**config.mk**
```make
export PLATFORM = sky130hd
export DESIGN_NAME = supply_cfg_reg
export DESIGN_NICKNAME = d
export VERILOG_FILES = /design/src/rtl/scfg_pkg.sv /design/src/rtl/scfg_lock_ctrl.sv /design/src/rtl/scfg_settle.sv /design/src/rtl/scfg_upper.sv /design/src/rtl/scfg_read_port.sv /design/src/rtl/supply_cfg_reg.sv
export SDC_FILE = /design/constraint.sdc
export NUM_CORES = 1
export LEC_CHECK = 0
export BUFFER_PORTS_ARGS = -buffer_cell sky130_fd_sc_hd__buf_2
export CAP_MARGIN = 10
export CORE_MARGIN = 2
export CORE_UTILIZATION = 45
export CTS_BUF_LIST = sky130_fd_sc_hd__clkbuf_4 sky130_fd_sc_hd__clkbuf_8 sky130_fd_sc_hd__clkbuf_16
export DETAILED_ROUTE_END_ITERATION = 6
export PLACE_DENSITY = 0.76
export SKIP_LAST_GASP = 1
export SYNTH_ARGS = -nofsm -noshare
export SYNTH_HDL_FRONTEND = slang
export SYNTH_SLANG_ARGS = --single-unit
```
**constraint.sdc**
```tcl
create_clock -name clk -period 1.55 [get_ports clk]
set_input_delay 0 -clock clk [delete_from_list [all_inputs] [get_ports clk]]
set_output_delay 0 -clock clk [all_outputs]
set_load 0.01 [all_outputs]
```
**src/rtl/scfg_pkg.sv**
```systemverilog
package scfg_pkg;

    typedef struct packed {
        logic [1:0] rsvd;
        logic [1:0] level;
        logic       hp;
        logic       sd;
        logic       ldo;
        logic       byp;
    } low_cfg_t;

    localparam logic [7:0]  LOW_MASK    = 8'h3F;
    localparam logic [7:0]  LOW_DEFAULT = 8'h02;
    localparam logic [31:0] UPPER_MASK  = 32'h0300_0300;

    typedef struct packed {
        logic     locked;
        low_cfg_t low;
    } lock_st_t;

    function automatic logic cfg_is_valid(input low_cfg_t c);
        logic ok;
        case ({c.hp, c.sd, c.ldo, c.byp})
            4'b0001, 4'b0010: ok = (c.level == 2'b00) && (c.rsvd == 2'b00);
            4'b0100, 4'b1110: ok = (c.rsvd == 2'b00);
            default:          ok = 1'b0;
        endcase
        return ok;
    endfunction

endpackage

```
**src/rtl/scfg_lock_ctrl.sv**
```systemverilog
module scfg_lock_ctrl
    import scfg_pkg::*;
(
    input  logic       clk,
    input  logic       por_n,
    input  logic       wr_low_en,
    input  logic [7:0] wr_low_data,
    output logic [7:0] low_q,
    output logic       locked,
    output logic       take_slow,
    output logic       take_byp,
    output logic       take_bad
);
    lock_st_t st_d, st_q;
    low_cfg_t wr_cfg;
    logic     attempt, legal;

    always_comb begin
        wr_cfg    = low_cfg_t'(wr_low_data & LOW_MASK);
        attempt   = wr_low_en && !st_q.locked;
        legal     = cfg_is_valid(wr_cfg);
        take_bad  = attempt && !legal;
        take_byp  = attempt && legal && wr_cfg.byp;
        take_slow = attempt && legal && !wr_cfg.byp;
        st_d      = st_q;
        if (attempt) begin
            st_d.locked = 1'b1;
            if (legal) st_d.low = wr_cfg;
        end
    end

    always_ff @(posedge clk or negedge por_n) begin
        if (!por_n) begin
            st_q.locked <= 1'b0;
            st_q.low    <= low_cfg_t'(LOW_DEFAULT);
        end else begin
            st_q <= st_d;
        end
    end

    assign low_q  = st_q.low;
    assign locked = st_q.locked;


    lock_hold_chk: assert property (@(posedge clk) disable iff (!por_n)
        st_q.locked |=> (st_q.locked && $stable(st_q.low)));


    bad_write_chk: assert property (@(posedge clk) disable iff (!por_n)
        take_bad |=> (st_q.locked && (st_q.low == $past(st_q.low))));


    stored_legal_chk: assert property (@(posedge clk) disable iff (!por_n)
        cfg_is_valid(st_q.low));

endmodule

```
**src/rtl/scfg_settle.sv**
```systemverilog
module scfg_settle #(
    parameter int SETTLE_CYC = 16
) (
    input  logic clk,
    input  logic por_n,
    input  logic take_slow,
    input  logic take_byp,
    input  logic take_bad,
    output logic ready
);
    localparam int CW = $clog2(SETTLE_CYC + 1);
    localparam logic [CW-1:0] LOAD = CW'(SETTLE_CYC);
    localparam logic [CW-1:0] ONE  = CW'(1);

    typedef struct packed {
        logic [CW-1:0] cnt;
        logic          ready;
        logic          dead;
    } settle_st_t;

    settle_st_t st_d, st_q;

    always_comb begin
        st_d = st_q;
        if (take_bad) begin
            st_d.dead  = 1'b1;
            st_d.ready = 1'b0;
            st_d.cnt   = '0;
        end else if (take_byp) begin
            st_d.ready = 1'b1;
            st_d.cnt   = '0;
        end else if (take_slow) begin
            st_d.ready = 1'b0;
            st_d.cnt   = LOAD;
        end else if (st_q.cnt != '0) begin
            st_d.cnt = st_q.cnt - ONE;
            if (st_q.cnt == ONE && !st_q.dead) st_d.ready = 1'b1;
        end
    end

    always_ff @(posedge clk or negedge por_n) begin
        if (!por_n) begin
            st_q.cnt   <= LOAD;
            st_q.ready <= 1'b0;
            st_q.dead  <= 1'b0;
        end else begin
            st_q <= st_d;
        end
    end

    assign ready = st_q.ready;


    dead_low_chk: assert property (@(posedge clk) disable iff (!por_n)
        st_q.dead |-> !st_q.ready);


    settle_rise_chk: assert property (@(posedge clk) disable iff (!por_n)
        $rose(st_q.ready) |-> (($past(st_q.cnt) == ONE) || $past(take_byp)));


    settle_drop_chk: assert property (@(posedge clk) disable iff (!por_n)
        take_slow |=> !st_q.ready);


    bypass_ready_chk: assert property (@(posedge clk) disable iff (!por_n)
        take_byp |=> st_q.ready);

endmodule

```
**src/rtl/scfg_upper.sv**
```systemverilog
module scfg_upper
    import scfg_pkg::*;
#(
    parameter int NB = 4
) (
    input  logic            clk,
    input  logic            por_n,
    input  logic            wr_en,
    input  logic [NB-1:0]   be,
    input  logic [8*NB-1:0] data,
    output logic [8*NB-1:0] q
);
    typedef struct packed {
        logic [NB-1:0][7:0] lanes;
    } up_st_t;

    up_st_t             st_d, st_q;
    logic [NB-1:0][7:0] lane_nx;

    for (genvar g = 0; g < NB; g++) begin : g_lane
        localparam logic [7:0] LMASK = UPPER_MASK[8*g +: 8];
        if (g == 0) begin : g_low
            assign lane_nx[g] = 8'h00;
        end else begin : g_up
            assign lane_nx[g] = (wr_en && be[g]) ? (data[8*g +: 8] & LMASK)
                                                 : st_q.lanes[g];
        end
    end

    always_comb begin
        st_d.lanes = lane_nx;
    end

    always_ff @(posedge clk or negedge por_n) begin
        if (!por_n) st_q <= '0;
        else        st_q <= st_d;
    end

    assign q = st_q.lanes;


    upper_hold_chk: assert property (@(posedge clk) disable iff (!por_n)
        !wr_en |=> $stable(st_q));

endmodule

```
**src/rtl/scfg_read_port.sv**
```systemverilog
module scfg_read_port #(
    parameter int DW = 32
) (
    input  logic          clk,
    input  logic          por_n,
    input  logic          sys_rst_n,
    input  logic          rd_valid,
    input  logic [DW-1:0] word_in,
    output logic [DW-1:0] rd_data
);
    typedef struct packed {
        logic [DW-1:0] data;
    } rd_st_t;

    rd_st_t st_d, st_q;

    always_comb begin
        st_d = st_q;
        if (!sys_rst_n)    st_d.data = '0;
        else if (rd_valid) st_d.data = word_in;
    end

    always_ff @(posedge clk or negedge por_n) begin
        if (!por_n) st_q <= '0;
        else        st_q <= st_d;
    end

    assign rd_data = st_q.data;


    sys_rst_clear_chk: assert property (@(posedge clk) disable iff (!por_n)
        !sys_rst_n |=> (st_q.data == '0));


    rd_capture_chk: assert property (@(posedge clk) disable iff (!por_n)
        (rd_valid && sys_rst_n) |=> (st_q.data == $past(word_in)));

endmodule

```
**src/rtl/supply_cfg_reg.sv**
```systemverilog
module supply_cfg_reg
    import scfg_pkg::*;
#(
    parameter int SETTLE_CYC = 16
) (
    input  logic        clk,
    input  logic        por_n,
    input  logic        sys_rst_n,
    input  logic        wr_valid,
    input  logic [3:0]  wr_be,
    input  logic [31:0] wr_data,
    input  logic        rd_valid,
    output logic [31:0] rd_data,
    output logic        supply_ready
);
    localparam int NB = 4;
    localparam int DW = 8 * NB;
    localparam logic [DW-1:0] READ_MASK =
        UPPER_MASK | {{(DW-8){1'b0}}, LOW_MASK} | {1'b1, {(DW-1){1'b0}}};

    logic [7:0]    low_q;
    logic          locked;
    logic          take_slow, take_byp, take_bad;
    logic [DW-1:0] upper_q;
    logic [DW-1:0] word;

    scfg_lock_ctrl u_lock (
        .clk         (clk),
        .por_n       (por_n),
        .wr_low_en   (wr_valid && wr_be[0]),
        .wr_low_data (wr_data[7:0]),
        .low_q       (low_q),
        .locked      (locked),
        .take_slow   (take_slow),
        .take_byp    (take_byp),
        .take_bad    (take_bad)
    );

    scfg_settle #(.SETTLE_CYC(SETTLE_CYC)) u_settle (
        .clk       (clk),
        .por_n     (por_n),
        .take_slow (take_slow),
        .take_byp  (take_byp),
        .take_bad  (take_bad),
        .ready     (supply_ready)
    );

    scfg_upper #(.NB(NB)) u_upper (
        .clk   (clk),
        .por_n (por_n),
        .wr_en (wr_valid),
        .be    (wr_be),
        .data  (wr_data),
        .q     (upper_q)
    );

    always_comb begin
        word = upper_q | {{(DW-8){1'b0}}, low_q};
        word[DW-1] = locked;
    end

    scfg_read_port #(.DW(DW)) u_rd (
        .clk       (clk),
        .por_n     (por_n),
        .sys_rst_n (sys_rst_n),
        .rd_valid  (rd_valid),
        .word_in   (word),
        .rd_data   (rd_data)
    );


    rd_rsvd_zero_chk: assert property (@(posedge clk) disable iff (!por_n)
        ((rd_data & ~READ_MASK) == '0));


    no_lock_without_be0_chk: assert property (@(posedge clk) disable iff (!por_n)
        (!locked && !(wr_valid && wr_be[0])) |=> !locked);

endmodule

```
=== Yosys cells after proc, flatten, opt, wreduce, memory -nomap -nowiden ===
Index checks and enable logic that the tools add are counted.

* Register bits after elaboration: 50
* Bits in latches: 0
* RAM bits: 0
* ROM bits: 0
* Word-level logic and storage cells: 49
* Memories: 0

* Add/sub/neg operators: 1
* Multiply operators: 0
* Divide/modulo/power cells: 0
* Magnitude comparators: 0
* Eq/ne operators: 6
* Shift operators: 0
* Mux-type cells: 8
* Bitwise gates (word level): 1
* Reduce and logical (&&, ||, !) cells: 21

{| class="wikitable"
|+ Operator list
! kind !! number
|-
| 32-bit two-way mux || 2
|-
| 26-bit by 6-bit OR with 26-bit output || 1
|-
| 6-bit two-way mux || 4
|-
| 1-bit logical AND || 9
|-
| 4-bit nonzero test || 2
|-
| 5-bit by 1-bit equality test with 1-bit output (second input constant) || 1
|-
| 5-bit nonzero test || 1
|-
| 5-bit by 1-bit subtractor with 5-bit output (second input constant) || 1
|-
| 4-bit by 1-bit equality test with 1-bit output (second input constant) || 1
|-
| 4-bit by 2-bit equality test with 1-bit output (second input constant) || 1
|-
| 4-bit by 3-bit equality test with 1-bit output (second input constant) || 1
|-
| 4-bit equality test (second input constant) || 1
|-
| 1-bit zero test || 4
|-
| 2-bit AND reduction || 2
|-
| 2-bit OR reduction || 2
|-
| 2-bit zero test || 1
|-
| 2-bit by 1-bit != test with 1-bit output (second input constant) || 1
|-
| 1-bit one-hot mux with 2 select lines || 1
|-
| 1-bit two-way mux || 1
|}

=== Longest topological paths before layout ===
* Depth after elaboration: 8
* Gate-level depth with buffers: 5
* Gate-level depth less buffers: 5

=== Hierarchy ===
Synthesis repeated with hierarchy kept, for this count alone.

* Cells, all modules: 219
* Area total of the unflattened synthesis: 2552.4 um^2

{| class="wikitable"
|+ By module, submodules not included
! module !! times used !! cells each !! area an instance (um^2) !! seq. area each (um^2)
|-
| scfg_read_port || 1 || 103 || 1403.8 || 800.8
|-
| scfg_lock_ctrl || 1 || 34 || 370.4 || 176.4
|-
| scfg_upper || 1 || 39 || 366.6 || 100.1
|-
| scfg_settle || 1 || 34 || 355.3 || 176.4
|-
| supply_cfg_reg || 1 || 9 || 56.3 || 0.0
|}

=== Least setup slack after synthesis ===
No wires, ideal clock.

* Path kind: input -> register
* Start point: input port wr_data[3]
* End point: register u_lock.st_q, in the netlist u_lock.low_q[0]
* Setup time: 0.128 ns
* Data arrival time: 1.305 ns
* Data required time: 1.422 ns
* Path slack: 0.118 ns
* Stages: 4
* Path buffers: 0
* Cells stage by stage: or4_4 a221oi_2 o21ai_2 mux2_1

* Word-level cells in the longest chain between the ends: 4
* Elaborated cells between the ends (all ways): 8

{| class="wikitable"
|+ Ends and longest elaborated chain
! element !! line !! source
|-
| from (decl) || supply_cfg_reg.sv:11 || <nowiki>input logic [31:0] wr_data,</nowiki>
|-
| 4-bit by 3-bit equality test with 1-bit output, or another cell as far along || scfg_pkg.sv:23 || <nowiki>case ({c.hp, c.sd, c.ldo, c.byp})</nowiki>
|-
| 2-bit OR reduction || scfg_pkg.sv:23 ||
|-
| 1-bit one-hot mux with 2 select lines (*) || scfg_pkg.sv:23 ||
|-
| 2-bit AND reduction (no source line) (*) || -- ||
|-
| to (signal assigned) || scfg_lock_ctrl.sv:37 || <nowiki>st_q <= st_d;</nowiki>
|-
| to (decl) || scfg_lock_ctrl.sv:14 || <nowiki>lock_st_t st_d, st_q;</nowiki>
|}

Mark *: on every way between the ends. The rest lies on a longest branch, timed or not.
A chain may end at the register's enable or synchronous reset.

=== Final worst setup path ===
* Start point: input port wr_data[1]
* End point: register u_lock.st_q, in the netlist u_lock.low_q[3]

The elaborated chain is that of the path after synthesis.

==> qor.yml <==
clocking:
  cts_tree: "done"
  cts-buffers-inserted: 5
  clock_path_buffers: 2
  cts-htree-levels: 2
  clock_sinks: 29
  insertion_delay_ns: 0.33
  clkTransAtPathRegs_ns: 0.09
  clockRootBuffer: "clkbuf_4"
  cts_resized: 0
timing:
  maxSlewHeadroom: 0.578
  clock_skew_ns: 0.0113
  tightest_slew_ns: 0.633
  hold_viol_final: 0
  fmax_mhz: 685
  finalCriticalPeriod_ns: 1.46
  rsz0062_at_grt: "no"
  drv_slew: 0
  setup_violations: 0
  fin_crit_sh: 0.942
power_and_ir_drop:
  p_int_mw: 1.34
  switching_share: 0.303
  clock_power_share: 0.251
  p_total_mw: 1.92
  combPwrFrac: 0.243
  power_leakage_nw: 0.902
  ir_drop_mv: 0.556
  power_density_nw_per_um2: 1080
  p_sw_uw: 582
  seq_power_share: 0.506
placement:
  placed_area_um2: 1570
  placed_cells: 196
  port_buffers: 29
  gp_congestion: 0.826
  hpwl_um: 1920
setup_path:
  r2r_start: "u_settle.st_q[2]$_DFFE_PN0P_"
  path_depth: 6
  path_buf_inv: 2
  worst-endpoint-required_ns: 1.77
  r2r_cells: 5
  path_max_fanout: 5
  r2r_slack_ns: 0.20
  regToRegEndpoint: "u_settle.st_q[3]$_DFFE_PN0P_"
  path_class: "input pin to flop"
  crit_path_top_delay_cell: "dlygate4sd3_1"
  cp_cell_sequence: "dlygate4sd3_1, buf_2, a21boi_0, a221oi_2, o21ai_2, mux2_1"
  start_kind: "input pin"
  critical_path_arrival_ns: 1.68
  cp_top_family: "buffers and inverters"
  critPathMaxStageDelay_ns: 0.53
  crit_path_end_kind: "flop"
global_route:
  grt_max_degree: 30
  gr-total-overflow: 0
  gr-usage-all-layers: 0.172
  grt_pass1_wl_um: 4540
  antenna_found_initial: 0
  grt_pass1_vias: 1042
cells_and_area:
  layout-drive-gt1-share: 0.320
  fin_nets: 217
  syn2layout_area_growth_pct: 23.6
  stdcell_area_um2: 1780
  diodes: 0
  final_cell_count_no_fill: 219
die:
  die_w_um: 60.6
  coreArea_um2: 3050
  initial_core_util: 0.472
  die_h_um: 60.6
  dieArea_um2: 3670
  num_io_pins: 74
  std_cell_rows: 20
routing:
  drc: 0
  via_per_inst: 4.61
  antenna_left: 0
  vias: 1010
  routed_wl_um: 2730
  wire_per_inst_um: 12.5
  firstDrtPassIters: 4
  drt_iter0_drc: 49
logic_synthesis:
  yosysWarnings: 0
  synth_seq_cells: 29
  synth-async-reset-ratio: 1.00
  ys_types: 33
  syn_inst: 123
  avgSynthCellArea_um2: 11.7
  synthFlopType: "dfrtp_1"
  ys_seq_area_frac: 0.506
  synth_edf_count: 0
  syn_area_um2: 1440
worst_hold_path:
  hold_start: "wr_be[1]"
  worstHoldPathCells: 3
  min_to: "u_upper.q[9]$_DFFE_PN0P_"
  min_path_type: "input pin to flop"
status:
  outcome: "finished, final reports clean"
flow_run:
  cap_violations: 0
## registers in the layout, indices dropped and copies added (netlist names)
register        count
u_lock.locked       1
u_rd.rd_data       11
u_lock.low_q        6
u_upper.q           4
u_settle.ready      1
u_settle.st_q       6
## Yosys cell counts (all sizes together), types with 2 or more instances
cell type | instances | area [um^2]
ha | 2 | 25.0
nand2 | 4 | 15.0
a22o | 3 | 28.8
a21o | 2 | 15.0
nand2b | 2 | 12.5
a211oi | 2 | 15.0
dfstp | 2 | 52.6
mux2i | 11 | 110
buf | 22 | 161
mux2 | 7 | 78.8
a21oi | 4 | 20.0
nor2b | 11 | 68.8
nor2 | 5 | 21.3
nand3b | 2 | 15.0
inv | 4 | 15.0
dfrtp | 27 | 676
## cells in the final DEF, fill, tap and decap left out, types with 3 or more instances in the layout
| cell | count |
|---|---|
| mux2_1 | 3 |
| conb_1 | 21 |
| nor2b_1 | 11 |
| mux2_2 | 4 |
| buf_2 | 29 |
| buf_4 | 4 |
| mux2i_1 | 11 |
| inv_1 | 4 |
| clkbuf_4 | 8 |
| a21oi_1 | 4 |
| dlygate4sd3_1 | 14 |
| nor2_1 | 4 |
| nand2_1 | 4 |
| dfrtp_1 | 27 |
## routing by layer
layer / wire (um) / track usage
met1: 1140 / 0.200
met2: 1330 / 0.289
met3: 210 / 0.0618
met4: 52 / 0.0714
met5: 0 / 0
## power by group through the flow
stage	Combinational [mW]	Clock [mW]	Sequential, mW
final	0.466	0.482	0.972
after global routing	0.529	0.531	0.990
after CTS	0.470	0.501	0.973
after detailed placement	0.441	0	0.987
after global placement	0.416	0	0.974
after floorplan	0.338	0	0.978
## worst max path at each step
stage / startpoint / to
floorplan: wr_data[3] / u_lock.low_q[0]$_DFFE_PN0P_
global placement: wr_data[3] / u_lock.low_q[2]$_DFFE_PN0P_
detailed placement: wr_data[3] / u_lock.low_q[0]$_DFFE_PN0P_
CTS: wr_data[1] / u_lock.low_q[2]$_DFFE_PN0P_
global route: wr_data[1] / u_lock.low_q[0]$_DFFE_PN0P_
finish: wr_data[1] / u_lock.low_q[3]$_DFFE_PN0P_
## worst reg2reg max path: cells and delay by family, from the launching register on
family,cells,cell delay (ns)
compound gates,1,0.22
fa+ha+maj,1,0.25
buf+inv,1,0.07
flops,1,0.44
simple gates,2,0.27
## final cells by class
class                           instances  area [um^2]
Tap cell                               44         55.1
Multi-Input combinational cell         87          607
Sequential cell                        29          728
Timing Repair Buffer                   47          315
Clock buffer                            8         60.1
Inverter                                4         15.0
Fill cell                             276         1270
## metrics by stage
stage / hold slack [ns] / util / worst slack (ns) / TNS [ns]
floorplan: -0.296 / - / 0.118 / 0
CTS: 0.0196 / 0.581 / 0.0892 / 0
global route: 0.0251 / 0.583 / 0.0180 / 0
finish: 0.0334 / 0.583 / 0.0897 / 0
global placement: 0.0423 / 0.515 / -0.0145 / -0.0293
detailed placement: 0.0540 / 0.515 / -0.0739 / -0.210
## logic make-up after synthesis
logic type / Yosys count / share of synthesized area
other: 1 / 0.00260
multiplexers: 18 / 0.131
flip-flops: 29 / 0.506
buffers and inverters: 27 / 0.125
XOR/XNOR: 1 / 0.00608
adder cells (fa/ha/maj): 2 / 0.0174
AO/OA/AOI/OAI: 15 / 0.0817
AND/OR/NAND/NOR: 30 / 0.130
## what timing repair did
action	CTS	global route
hold buffers	14	0
setup endpoints to repair	0	3
hold endpoints to repair	40	0
buffers inserted	0	1
(Power assumes the default switching activity.)
